$ cat src/rtl/tx_seq_pkg.sv
package tx_seq_pkg;
    typedef enum logic [1:0] {
        PH_IDLE     = 2'd0,
        PH_WAIT_LEN = 2'd1,
        PH_SEND     = 2'd2
    } phase_t;

    localparam logic [3:0] ST_NONE  = 4'h0;
    localparam logic [3:0] ST_CTRL  = 4'h1;
    localparam logic [3:0] ST_DONE  = 4'h2;
    localparam logic [3:0] ST_ABORT = 4'h3;

    function automatic logic is_auto_code(input logic [3:0] c);
        return (c == 4'h0) || (c == 4'h4) || (c == 4'h5) || (c == 4'h6);
    endfunction
endpackage

$ cat src/rtl/tx_wbuf.sv
module tx_wbuf #(
    parameter int BYTE_W = 8
) (
    input  logic              clk,
    input  logic              rst_n,
    input  logic              wr_en,
    input  logic [BYTE_W-1:0] wr_data,
    input  logic              take,
    input  logic              clr_ovr,
    output logic              full,
    output logic [BYTE_W-1:0] data,
    output logic              ovr
);
    typedef struct packed {
        logic              full;
        logic [BYTE_W-1:0] data;
        logic              ovr;
    } wb_t;

    wb_t s_d, s_q;

    always_comb begin
        s_d = s_q;
        if (clr_ovr) s_d.ovr = 1'b0;
        if (wr_en) begin
            if (s_q.full) begin
                s_d.ovr = 1'b1;
            end else begin
                s_d.full = 1'b1;
                s_d.data = wr_data;
            end
        end
        if (take) s_d.full = 1'b0;
    end

    always_ff @(posedge clk or negedge rst_n) begin
        if (!rst_n) s_q <= '0;
        else        s_q <= s_d;
    end

    assign full = s_q.full;
    assign data = s_q.data;
    assign ovr  = s_q.ovr;

    p_ovr_hold_r10: assert property (@(posedge clk) disable iff (!rst_n)
        (s_q.full && wr_en && !take) |=> ($stable(s_q.data) && s_q.ovr));
endmodule

$ cat src/rtl/tx_auto_src.sv
module tx_auto_src #(
    parameter int BYTE_W = 8,
    parameter int LOCK_W = 12
) (
    input  logic [3:0]        code,
    input  logic [BYTE_W-1:0] slave_stat,
    input  logic [LOCK_W-1:0] lock_addr,
    output logic [BYTE_W-1:0] auto_byte
);
    localparam int HI_W = LOCK_W - BYTE_W;

    logic [BYTE_W-1:0] lock_lo, lock_hi;

    assign lock_lo = lock_addr[BYTE_W-1:0];

    generate
        if (HI_W > 0) begin : g_hi
            assign lock_hi = BYTE_W'(lock_addr[LOCK_W-1:BYTE_W]);
        end else begin : g_nohi
            assign lock_hi = '0;
        end
    endgenerate

    always_comb begin
        unique case (code)
            4'h4:    auto_byte = lock_lo;
            4'h5:    auto_byte = lock_hi;
            default: auto_byte = slave_stat;
        endcase
    end
endmodule

$ cat src/rtl/tx_seq_fsm.sv
module tx_seq_fsm
    import tx_seq_pkg::*;
#(
    parameter int CNT_W     = 8,
    parameter int FRAME_MAX = 32
) (
    input  logic             clk,
    input  logic             rst_n,
    input  logic             ctrl_rx,
    input  logic [3:0]       ctrl_code,
    input  logic             cnt_we,
    input  logic [CNT_W-1:0] cnt_wdata,
    input  logic             host_clr,
    input  logic             len_sent,
    input  logic             tx_done,
    input  logic             tx_par_err,
    input  logic             tx_bit_err,
    input  logic             buf_full,
    output logic             tx_req,
    output logic             auto_mode,
    output logic [3:0]       act_code,
    output logic             busy,
    output logic [3:0]       state_code,
    output logic             irq,
    output logic             err_timing,
    output logic             err_parity,
    output logic             err_tx
);
    localparam int TOT_W  = CNT_W + 1;
    localparam int CAP_W  = $clog2(FRAME_MAX + 1);
    localparam int SENT_W = (CAP_W > TOT_W) ? CAP_W : TOT_W;

    typedef struct packed {
        phase_t            phase;
        logic              auto_m;
        logic [3:0]        code;
        logic [CNT_W-1:0]  cnt;
        logic [SENT_W-1:0] sent;
        logic [3:0]        sc;
        logic              irq;
        logic              et;
        logic              ep;
        logic              ex;
    } fsm_t;

    fsm_t s_d, s_q;

    logic [SENT_W-1:0] total;
    logic [SENT_W-1:0] sent_inc;
    logic              any_err;
    logic              accept;

    assign total    = (s_q.cnt == '0) ? SENT_W'(1 << CNT_W) : SENT_W'(s_q.cnt);
    assign sent_inc = s_q.sent + 1'b1;
    assign any_err  = tx_par_err || tx_bit_err;
    assign tx_req   = (s_q.phase == PH_SEND) && (s_q.auto_m || buf_full);
    assign accept   = tx_req && tx_done;

    always_comb begin
        s_d = s_q;
        if (host_clr) begin
            s_d.sc  = ST_NONE;
            s_d.irq = 1'b0;
            s_d.et  = 1'b0;
            s_d.ep  = 1'b0;
            s_d.ex  = 1'b0;
        end
        if (cnt_we && s_q.phase != PH_SEND) s_d.cnt = cnt_wdata;
        unique case (s_q.phase)
            PH_IDLE: begin
                if (ctrl_rx) begin
                    s_d.code   = ctrl_code;
                    s_d.auto_m = is_auto_code(ctrl_code);
                    s_d.sc     = ST_CTRL;
                    s_d.irq    = 1'b1;
                    s_d.phase  = PH_WAIT_LEN;
                end
            end
            PH_WAIT_LEN: begin
                if (any_err) begin
                    s_d.ep    = s_q.ep | tx_par_err;
                    s_d.ex    = s_q.ex | tx_bit_err;
                    s_d.sc    = ST_ABORT;
                    s_d.irq   = 1'b1;
                    s_d.phase = PH_IDLE;
                end else if (len_sent) begin
                    if (!s_q.auto_m && !buf_full) begin
                        s_d.et    = 1'b1;
                        s_d.sc    = ST_ABORT;
                        s_d.irq   = 1'b1;
                        s_d.phase = PH_IDLE;
                    end else begin
                        s_d.sent  = '0;
                        s_d.phase = PH_SEND;
                    end
                end
            end
            PH_SEND: begin
                if (any_err) begin
                    s_d.ep    = s_q.ep | tx_par_err;
                    s_d.ex    = s_q.ex | tx_bit_err;
                    s_d.sc    = ST_ABORT;
                    s_d.irq   = 1'b1;
                    s_d.phase = PH_IDLE;
                end else if (accept) begin
                    s_d.sent = sent_inc;
                    if (sent_inc == total) begin
                        s_d.sc    = ST_DONE;
                        s_d.irq   = 1'b1;
                        s_d.phase = PH_IDLE;
                    end else if (sent_inc == SENT_W'(FRAME_MAX)) begin
                        s_d.sc    = ST_ABORT;
                        s_d.irq   = 1'b1;
                        s_d.phase = PH_IDLE;
                    end
                end
            end
            default: s_d.phase = PH_IDLE;
        endcase
    end

    always_ff @(posedge clk or negedge rst_n) begin
        if (!rst_n) s_q <= '0;
        else        s_q <= s_d;
    end

    assign auto_mode  = s_q.auto_m;
    assign act_code   = s_q.code;
    assign busy       = (s_q.phase != PH_IDLE);
    assign state_code = s_q.sc;
    assign irq        = s_q.irq;
    assign err_timing = s_q.et;
    assign err_parity = s_q.ep;
    assign err_tx     = s_q.ex;

    p_sent_cap_r8: assert property (@(posedge clk) disable iff (!rst_n)
        s_q.sent <= SENT_W'(FRAME_MAX));

    p_idle_no_req_r4: assert property (@(posedge clk) disable iff (!rst_n)
        (s_q.phase == PH_IDLE) |-> !tx_req);

    p_done_code_r5: assert property (@(posedge clk) disable iff (!rst_n)
        (s_q.phase == PH_SEND && tx_req && tx_done && !any_err && sent_inc == total)
        |=> (s_q.sc == ST_DONE && s_q.irq && s_q.phase == PH_IDLE));

    p_clear_r11: assert property (@(posedge clk) disable iff (!rst_n)
        (host_clr && s_q.phase == PH_IDLE && !ctrl_rx)
        |=> (!s_q.irq && s_q.sc == ST_NONE && !s_q.et && !s_q.ep && !s_q.ex));
endmodule

$ cat src/rtl/tx_frame_sequencer.sv
module tx_frame_sequencer #(
    parameter int BYTE_W    = 8,
    parameter int LOCK_W    = 12,
    parameter int FRAME_MAX = 32
) (
    input  logic              clk,
    input  logic              rst_n,
    input  logic              ctrl_rx,
    input  logic [3:0]        ctrl_code,
    input  logic              cnt_we,
    input  logic [BYTE_W-1:0] cnt_wdata,
    input  logic              buf_we,
    input  logic [BYTE_W-1:0] buf_wdata,
    input  logic              host_clr,
    input  logic [BYTE_W-1:0] slave_stat,
    input  logic [LOCK_W-1:0] lock_addr,
    input  logic              len_sent,
    input  logic              tx_done,
    input  logic              tx_par_err,
    input  logic              tx_bit_err,
    output logic              tx_req,
    output logic [BYTE_W-1:0] tx_byte,
    output logic              buf_empty,
    output logic              buf_ovr,
    output logic [3:0]        state_code,
    output logic              irq,
    output logic              err_timing,
    output logic              err_parity,
    output logic              err_tx,
    output logic              busy
);
    logic              buf_full;
    logic [BYTE_W-1:0] buf_data;
    logic [BYTE_W-1:0] auto_byte;
    logic              auto_mode;
    logic [3:0]        act_code;
    logic              take;

    assign take = tx_req && tx_done && !auto_mode && !tx_par_err && !tx_bit_err;

    tx_wbuf #(.BYTE_W(BYTE_W)) u_wbuf (
        .clk     (clk),
        .rst_n   (rst_n),
        .wr_en   (buf_we),
        .wr_data (buf_wdata),
        .take    (take),
        .clr_ovr (host_clr),
        .full    (buf_full),
        .data    (buf_data),
        .ovr     (buf_ovr)
    );

    tx_auto_src #(.BYTE_W(BYTE_W), .LOCK_W(LOCK_W)) u_auto (
        .code       (act_code),
        .slave_stat (slave_stat),
        .lock_addr  (lock_addr),
        .auto_byte  (auto_byte)
    );

    tx_seq_fsm #(.CNT_W(BYTE_W), .FRAME_MAX(FRAME_MAX)) u_fsm (
        .clk        (clk),
        .rst_n      (rst_n),
        .ctrl_rx    (ctrl_rx),
        .ctrl_code  (ctrl_code),
        .cnt_we     (cnt_we),
        .cnt_wdata  (cnt_wdata),
        .host_clr   (host_clr),
        .len_sent   (len_sent),
        .tx_done    (tx_done),
        .tx_par_err (tx_par_err),
        .tx_bit_err (tx_bit_err),
        .buf_full   (buf_full),
        .tx_req     (tx_req),
        .auto_mode  (auto_mode),
        .act_code   (act_code),
        .busy       (busy),
        .state_code (state_code),
        .irq        (irq),
        .err_timing (err_timing),
        .err_parity (err_parity),
        .err_tx     (err_tx)
    );

    assign tx_byte   = auto_mode ? auto_byte : buf_data;
    assign buf_empty = !buf_full;

    p_auto_keeps_buf_r7: assert property (@(posedge clk) disable iff (!rst_n)
        (busy && auto_mode && !buf_full) |=> !buf_full || $past(buf_we));
    p_auto_no_take_r7: assert property (@(posedge clk) disable iff (!rst_n)
        (busy && auto_mode && buf_full) |=> buf_full);
endmodule

$ cat config.mk
export PLATFORM = sky130hd
export DESIGN_NAME = tx_frame_sequencer
export DESIGN_NICKNAME = d
export VERILOG_FILES = /design/src/rtl/tx_seq_pkg.sv /design/src/rtl/tx_wbuf.sv /design/src/rtl/tx_auto_src.sv /design/src/rtl/tx_seq_fsm.sv /design/src/rtl/tx_frame_sequencer.sv
export SDC_FILE = /design/constraint.sdc
export NUM_CORES = 1
export LEC_CHECK = 0
export BUFFER_PORTS_ARGS = -buffer_cell sky130_fd_sc_hd__buf_2
export CORE_UTILIZATION = 57
export DETAILED_ROUTE_END_ITERATION = 16
export PLACE_DENSITY = 0.85
export SYNTH_ARGS = -nofsm -noshare
export SYNTH_HDL_FRONTEND = slang
export SYNTH_SLANG_ARGS = --single-unit
$ cat constraint.sdc
create_clock -name clk -period 3.4 [get_ports clk]
set_input_delay 0.68 -clock clk [delete_from_list [all_inputs] [get_ports clk]]
set_output_delay 0.68 -clock clk [all_outputs]
set_load 0.02 [all_outputs]
==> results.cfg, run 1 <==
[timing]
finalSetupTns_ns = 0
rsz0062_at_grt = no
finalClockSkew_ns = 0.00823
slew_headroom_pct = 39.1
worst_slew_pin_slew_ns = 0.914
fin_crit_sh_pct = 79.7
period_minus_slack_ns = 2.71
hold_viol = 0
setup_viol = 0
timing.fmax_mhz = 369
slew_violations = 0

[final_layout]
layoutNonFillerInstCount = 383
area_growth_pct = 14.1
diodes = 0
nets = 386
drive_above_1_share_pct = 33.8

[power_and_ir_drop]
power_density_mw_per_mm2 = 578
p_clk_share_pct = 19.3
switching_share_pct = 38.5
p_comb_share_pct = 39.4
power.leakage_nw = 1.38
power_frac_seq_pct = 41.3
p_int_mw = 1.08
power_switching_uw = 676
ir_worst_vdd_mv = 0.240

[logic_synthesis]
synth_most_common_cell = dfrtp_1
synth_top_area_share_pct = 39.4
synth_top_flop_cell = dfrtp_1
yosys-top-cells-area = dfrtp_1 39%, mux2_2 10%, a21oi_1 3.8%, o21ai_0 3.6%, nand2_1 3.1%
synth_commonest_cells = 42 x dfrtp_1, 24 x mux2_2, 22 x nand2_1
synth_edf_count = 0
avgSynthCellArea_um2 = 9.69
syn_inst = 275
synth.distinct_cells = 59
syn_area_mm2 = 0.00267
synth-seq-cells = 42
synth_top_cell_by_area = dfrtp_1
synthArstFlopShare_pct = 100
synth.net_count = 331
ys_warn_count = 0
ys_seq_area_share_pct = 39.4

[drt]
via_per_inst = 5.98
drtAntennaViolNets = 0
wl_um = 6000
drtIter0Drc = 145
wl_per_cell_um = 15.7
vias = 2292
drc = 0
drtPass1Iterations = 4

[setup_path]
critical_path_peak_fanout = 10
worst-path-buf-inv = 1
crit_path_end_kind = flip-flop
slowest_delay_ns = 0.42
crit_type = flip-flop to flip-flop
path_cells = inv_1 > ha_1 > o21a_2 > nand2_1 > nor4_1 > and4_1 > a21oi_2 > a211o_1 > a32o_1
crit_arrival_ns = 2.90
critPathRequiredTime_ns = 3.59
cp_slowest_cell = dfrtp_1
critical-path-top-delay-family = simple AND/OR/NAND/NOR gates
startpoint_type = flip-flop

[global_route]
use_met3_pct = 5.48
grt_util_all_layers_pct = 25.6
antenna_found_initial = 0
grt_pass1_wl_um = 10100
grt_busiest_layer = met2
grt-ovfl-total = 0
met1_usage_pct = 33.0
met2_usage_pct = 43.4
first_global_vias = 2240
grt_max_degree = 43

[clocking]
cts_buffers = 5
clk_pin_slew_ns = 0.08
post_cts_buffers = 0
numClockSinks = 42
post_cts_resized = 0
tritoncts = built
worst_skew_pair.late_latency_ns = 0.30
cts_buffer_depth = 2
cts_htree_levels = 2
cts-root-buf = clkbuf_8
hold_buffers = 0

[run_status]
status = completed

[placement]
place.gp.congestion = 0.936
placed_cells = 375
dp_hpwl_um = 4410
io_buffers = 69

[flow_run]
max-cap-violations = 0

[die]
start_util_pct = 60.4
ios = 70
rows = 24
die_h_um = 70.4
dieArea_mm2 = 0.00495
core_mm2 = 0.00441
die_w_um = 70.4

[worst_hold_path]
hp-class = primary input to async pin
metrics by stage:
| stage | worst slack, ns | instance area [um^2] | total power, mW | utilization [%] | hold WS [ns] |
|---|---|---|---|---|---|
| 3_5_place_dp | 0.735 | 2950 | 1.42 | 66.8 | 0.493 |
| 4_1_cts | 0.712 | 3040 | 1.76 | 68.9 | 0.512 |
| 3_3_place_gp | 0.881 | 2950 | 1.40 | 66.8 | 0.475 |
| 5_1_grt | 0.511 | 3040 | 1.86 | 68.9 | 0.520 |
| 2_1_floorplan | 1.08 | 2670 | 1.25 | - | 0.384 |
| 6_report | 0.690 | 3040 | 1.76 | 68.9 | 0.506 |
flip-flops by register name, indices dropped and copies added, names as in the netlist:
signal and count:
u_fsm.act_code 4, u_fsm.auto_mode 1, u_fsm.err_parity 1, u_fsm.err_timing 1
u_fsm.err_tx 1, u_fsm.irq 1, u_fsm.s_q 19, u_fsm.state_code 4
u_wbuf.data 8, u_wbuf.full 1, u_wbuf.ovr 1
power by group through the flow:
stage               clock network (mW)  logic, mW  registers, mW
floorplan                            0      0.544          0.701
global placement                     0      0.666          0.732
detailed placement                   0      0.686          0.736
CTS                              0.348      0.691          0.726
global route                     0.365      0.754          0.745
finish                           0.339      0.692          0.726
area by class of cell:
class | count | area (um^2)
multi-input combinational | 200 | 1440
inverter | 12 | 45.0
tap | 52 | 65.1
timing repair buffer | 69 | 345
clock buffer | 6 | 82.6
sequential | 42 | 1050
clock inverter | 2 | 12.5
fill | 359 | 1370
worst paths after layout:
kind | startpoint | endpoint | slack, ns | cells after the start
min in group clk | u_wbuf.data[0]$_DFFE_PN0P_ | u_wbuf.data[0]$_DFFE_PN0P_ | 0.51 | 1
max in group asynchronous | rst_n | u_fsm.s_q[8]$_DFFE_PN0P_ | 2.32 | 1
min reg2reg | u_wbuf.data[0]$_DFFE_PN0P_ | u_wbuf.data[0]$_DFFE_PN0P_ | 0.51 | 1
min | rst_n | u_fsm.err_tx$_DFF_PN0_ | 0.51 | 1
max | u_fsm.s_q[30]$_DFFE_PN0P_ | u_fsm.s_q[31]$_DFFE_PN0P_ | 0.69 | 9
max reg2reg | u_fsm.s_q[30]$_DFFE_PN0P_ | u_fsm.s_q[31]$_DFFE_PN0P_ | 0.69 | 9
kinds of logic (layout without fill, tap and decap cells):
group	Yosys count	in the layout	share of synthesized area, %
compound gates	75	75	19.3
xor+xnor	10	10	3.85
fa+ha+maj	6	6	2.82
buf+inv	33	89	6.53
flops	42	42	39.4
mux	28	28	11.6
simple gates	81	81	16.4
metal layers:
metal	up-vias	share of wire, %
met5	-	0
met4	0	1.0
met3	9	6.3
met2	84	49
met1	1099	44
li1	1100	-
worst reg2reg max path: stages (launching register included):
cell and delay (ns):
dfrtp_1 0.42, inv_1 0.10, ha_1 0.36, o21a_2 0.23, nand2_1 0.22, nor4_1 0.37, and4_1 0.28, a21oi_2 0.11
a211o_1 0.32, a32o_1 0.20
cells in the final DEF (no fill, tap or decap), types with 2 or more instances in the layout:
master / n
nor2b_1: 6
nor4_1: 6
o211ai_1: 3
nor3b_1: 6
inv_1: 12
and3_1: 2
and4_2: 2
o2bb2ai_1: 3
a21oi_1: 20
xnor2_1: 5
mux2i_1: 4
nor2_1: 18
nand2_1: 22
clkbuf_8: 6
o21ai_0: 19
mux2_2: 24
xor2_1: 4
dfrtp_1: 42
a211oi_1: 2
buf_2: 69
ha_1: 6
o31ai_1: 7
nand4_1: 2
nor3_1: 3
a211o_1: 2
nand3_1: 4
o41ai_1: 2
Note: power is estimated with default switching activity, not from simulation.
==> inputs of run 2 (changes only) <==
--- a/config.mk
+++ b/config.mk
@@ -6,9 +6,9 @@
 export NUM_CORES = 1
 export LEC_CHECK = 0
 export BUFFER_PORTS_ARGS = -buffer_cell sky130_fd_sc_hd__buf_2
-export CORE_UTILIZATION = 57
+export CORE_UTILIZATION = 48
 export DETAILED_ROUTE_END_ITERATION = 16
-export PLACE_DENSITY = 0.85
+export PLACE_DENSITY = 0.77
 export SYNTH_ARGS = -nofsm -noshare
 export SYNTH_HDL_FRONTEND = slang
 export SYNTH_SLANG_ARGS = --single-unit
==> constraint.sdc (replaced) <==
create_clock -name clk -period 2.2 [get_ports clk]
set_input_delay 0.44 -clock clk [delete_from_list [all_inputs] [get_ports clk]]
set_output_delay 0.44 -clock clk [all_outputs]
set_load 0.02 [all_outputs]
==> run 2 against run 1 <==
  * The flow now finishes with violations (setup timing)
  * Combinational power rose by 75%
  * Flip-flop and latch count is the same
  * Clock power up 36%
  * Clock-buffer cell count is 1 lower
  * Clock skew increased by 0.0020 ns
  * Non-clock buffer count up 24
  * First-iteration DRC count did not move
  * Register-to-register slack got worse by 0.73 ns
  * Critical endpoint unchanged
  * Largest power group is now combinational cells
==> results.cfg, run 2 (synthesis results as in run 1) <==
[clocking]
clk_pin_slew_ns = 0.08
tritoncts = built
cts-root-buf = clkbuf_8
worst_skew_pair.late_latency_ns = 0.29
cts_htree_levels = 2
cts_buffers = 5
cts_buffer_depth = 2
numClockSinks = 42

[global_route]
first_global_vias = 2281
grt-ovfl-total = 0
grt_max_degree = 43
grt_util_all_layers_pct = 21.6
grt_pass1_wl_um = 10400
antenna_found_initial = 0

[power_and_ir_drop]
p_clk_share_pct = 16.7
switching_share_pct = 38.4
power_frac_seq_pct = 39.6
p_comb_share_pct = 43.8
power_density_mw_per_mm2 = 818
power_switching_mw = 1.06
totalPowerFinal_mw = 2.76
ir_worst_vdd_mv = 0.427
p_int_mw = 1.70
power.leakage_nw = 1.54

[timing]
finalClockSkew_ns = 0.0102
rsz0062_at_grt = yes
worst_slew_pin_slew_ns = 0.525
period_minus_slack_ns = 2.24
fin_crit_sh_pct = 102
setup_ws_ns = -0.0393
setup_viol = 1
timing.fmax_mhz = 447
slew_headroom_pct = 65.0
hold_viol = 0
slew_violations = 0

[final_layout]
area_growth_pct = 26.8
fin_util_pct = 64.5
drive_above_1_share_pct = 43.5
fillers = 419
layout_common_cells = 69 x buf_2, 40 x dfrtp_1, 24 x mux2_2, 24 x buf_4
largest_register_ffs = 19
nets = 410
final_common_cell = buf_2
diodes = 0
regMostFlops = u_fsm.s_q

[die]
rows = 26
core_mm2 = 0.00524
die_w_um = 76.5
die_h_um = 76.5
start_util_pct = 50.9
ios = 70
dieArea_mm2 = 0.00585

[setup_path]
crit_type = flip-flop to flip-flop
startpoint_type = flip-flop
r2r_setup_slack_ns = -0.04
critical_path_peak_fanout = 6
critPathRequiredTime_ns = 2.38
crit_path_end_kind = flip-flop
cp_slowest_cell = dfrtp_1
path_cells = buf_4 > buf_4 > a211o_1 > a21boi_2 > o221ai_2 > o31ai_4 > a21oi_4 > a211o_1 > a32o_1
slowest_delay_ns = 0.38
crit_arrival_ns = 2.42

[worst_hold_path]
hp-class = primary input to async pin

[placement]
place.gp.congestion = 0.887
dp_hpwl_um = 4420
io_buffers = 69

[drt]
wl_per_cell_um = 14.5
via_per_inst = 5.53
drtIter0Drc = 145
vias = 2344
drtPass1Iterations = 4
wl_um = 6170
drc = 0
drtAntennaViolNets = 0

[flow_run]
max-cap-violations = 0

[run_status]
status = complete, but fails checks
violations = setup timing
run 2: area by class of cell:
type / count / area (um^2) / area share, %
inverter: 12 / 45.0 / 1.33
clock buffer: 5 / 68.8 / 2.04
sequential: 42 / 1050 / 31.2
clock inverter: 2 / 10.0 / 0.296
tap: 70 / 87.6 / 2.59
multi-input combinational: 200 / 1590 / 47.0
timing repair buffer: 93 / 526 / 15.5
run 2: repair_timing:
action / in CTS / in global routing
cloned: 0 / 0
pin swaps: 4 / 4
setup endpoints to repair: 5 / 15
buffers inserted: 3 / 1
hold buffers: 0 / 0
resized for setup: 12 / 14
run 2: path summary, 6_finish.rpt:
check | endpoint | from | cells past startpoint
max | u_fsm.s_q[31]$_DFFE_PN0P_ | u_fsm.s_q[8]$_DFFE_PN0P_ | 9
min | u_wbuf.data[0]$_DFFE_PN0P_ | rst_n | 2
max reg2reg | u_fsm.s_q[31]$_DFFE_PN0P_ | u_fsm.s_q[8]$_DFFE_PN0P_ | 9
min reg2reg | u_fsm.err_timing$_DFF_PN0_ | u_fsm.err_timing$_DFF_PN0_ | 1
max in group asynchronous | u_fsm.s_q[10]$_DFFE_PN0P_ | rst_n | 2
min in group clk | u_fsm.auto_mode$_DFFE_PN0P_ | ctrl_code[3] | 2
run 2: layer usage:
metal / wire, um / track usage (%) / vias to the layer above
met2: 3000 / 36.2 / 78
met3: 299 / 3.95 / 9
met1: 2790 / 28.1 / 1113
met5: 0 / 0 / -
li1: - / - / 1144
met4: 80 / 6.92 / 0
run 2: per-stage QoR:
stage	setup WS [ns]	hold slack [ns]	TNS, ns	std cells	instance area, um^2
finish	-0.0393	0.211	-0.0393	424	3380
global route	-0.103	0.265	-0.411	424	3380
CTS	0.00172	0.230	0	423	3300
detailed placement	-0.101	0.474	-0.265	413	3130
global placement	-0.0455	0.480	-0.0455	413	3130
floorplan	0.0181	0.144	0	275	2680
run 2: critical path: cells and delay by family, from the launching register on:
family	cells	cell delay [ns]
DFF	1	0.38
AOI/OAI and AO/OA	7	1.46
buffers and inverters	2	0.30
run 2: power by group through the flow:
stage	combinational (mW)	clock, mW	sequential, mW
3_5_place_dp	1.16	0	1.10
6_report	1.21	0.461	1.09
3_3_place_gp	1.14	0	1.09
2_1_floorplan	0.845	0	1.08
4_1_cts	1.18	0.475	1.09
5_1_grt	1.32	0.506	1.12
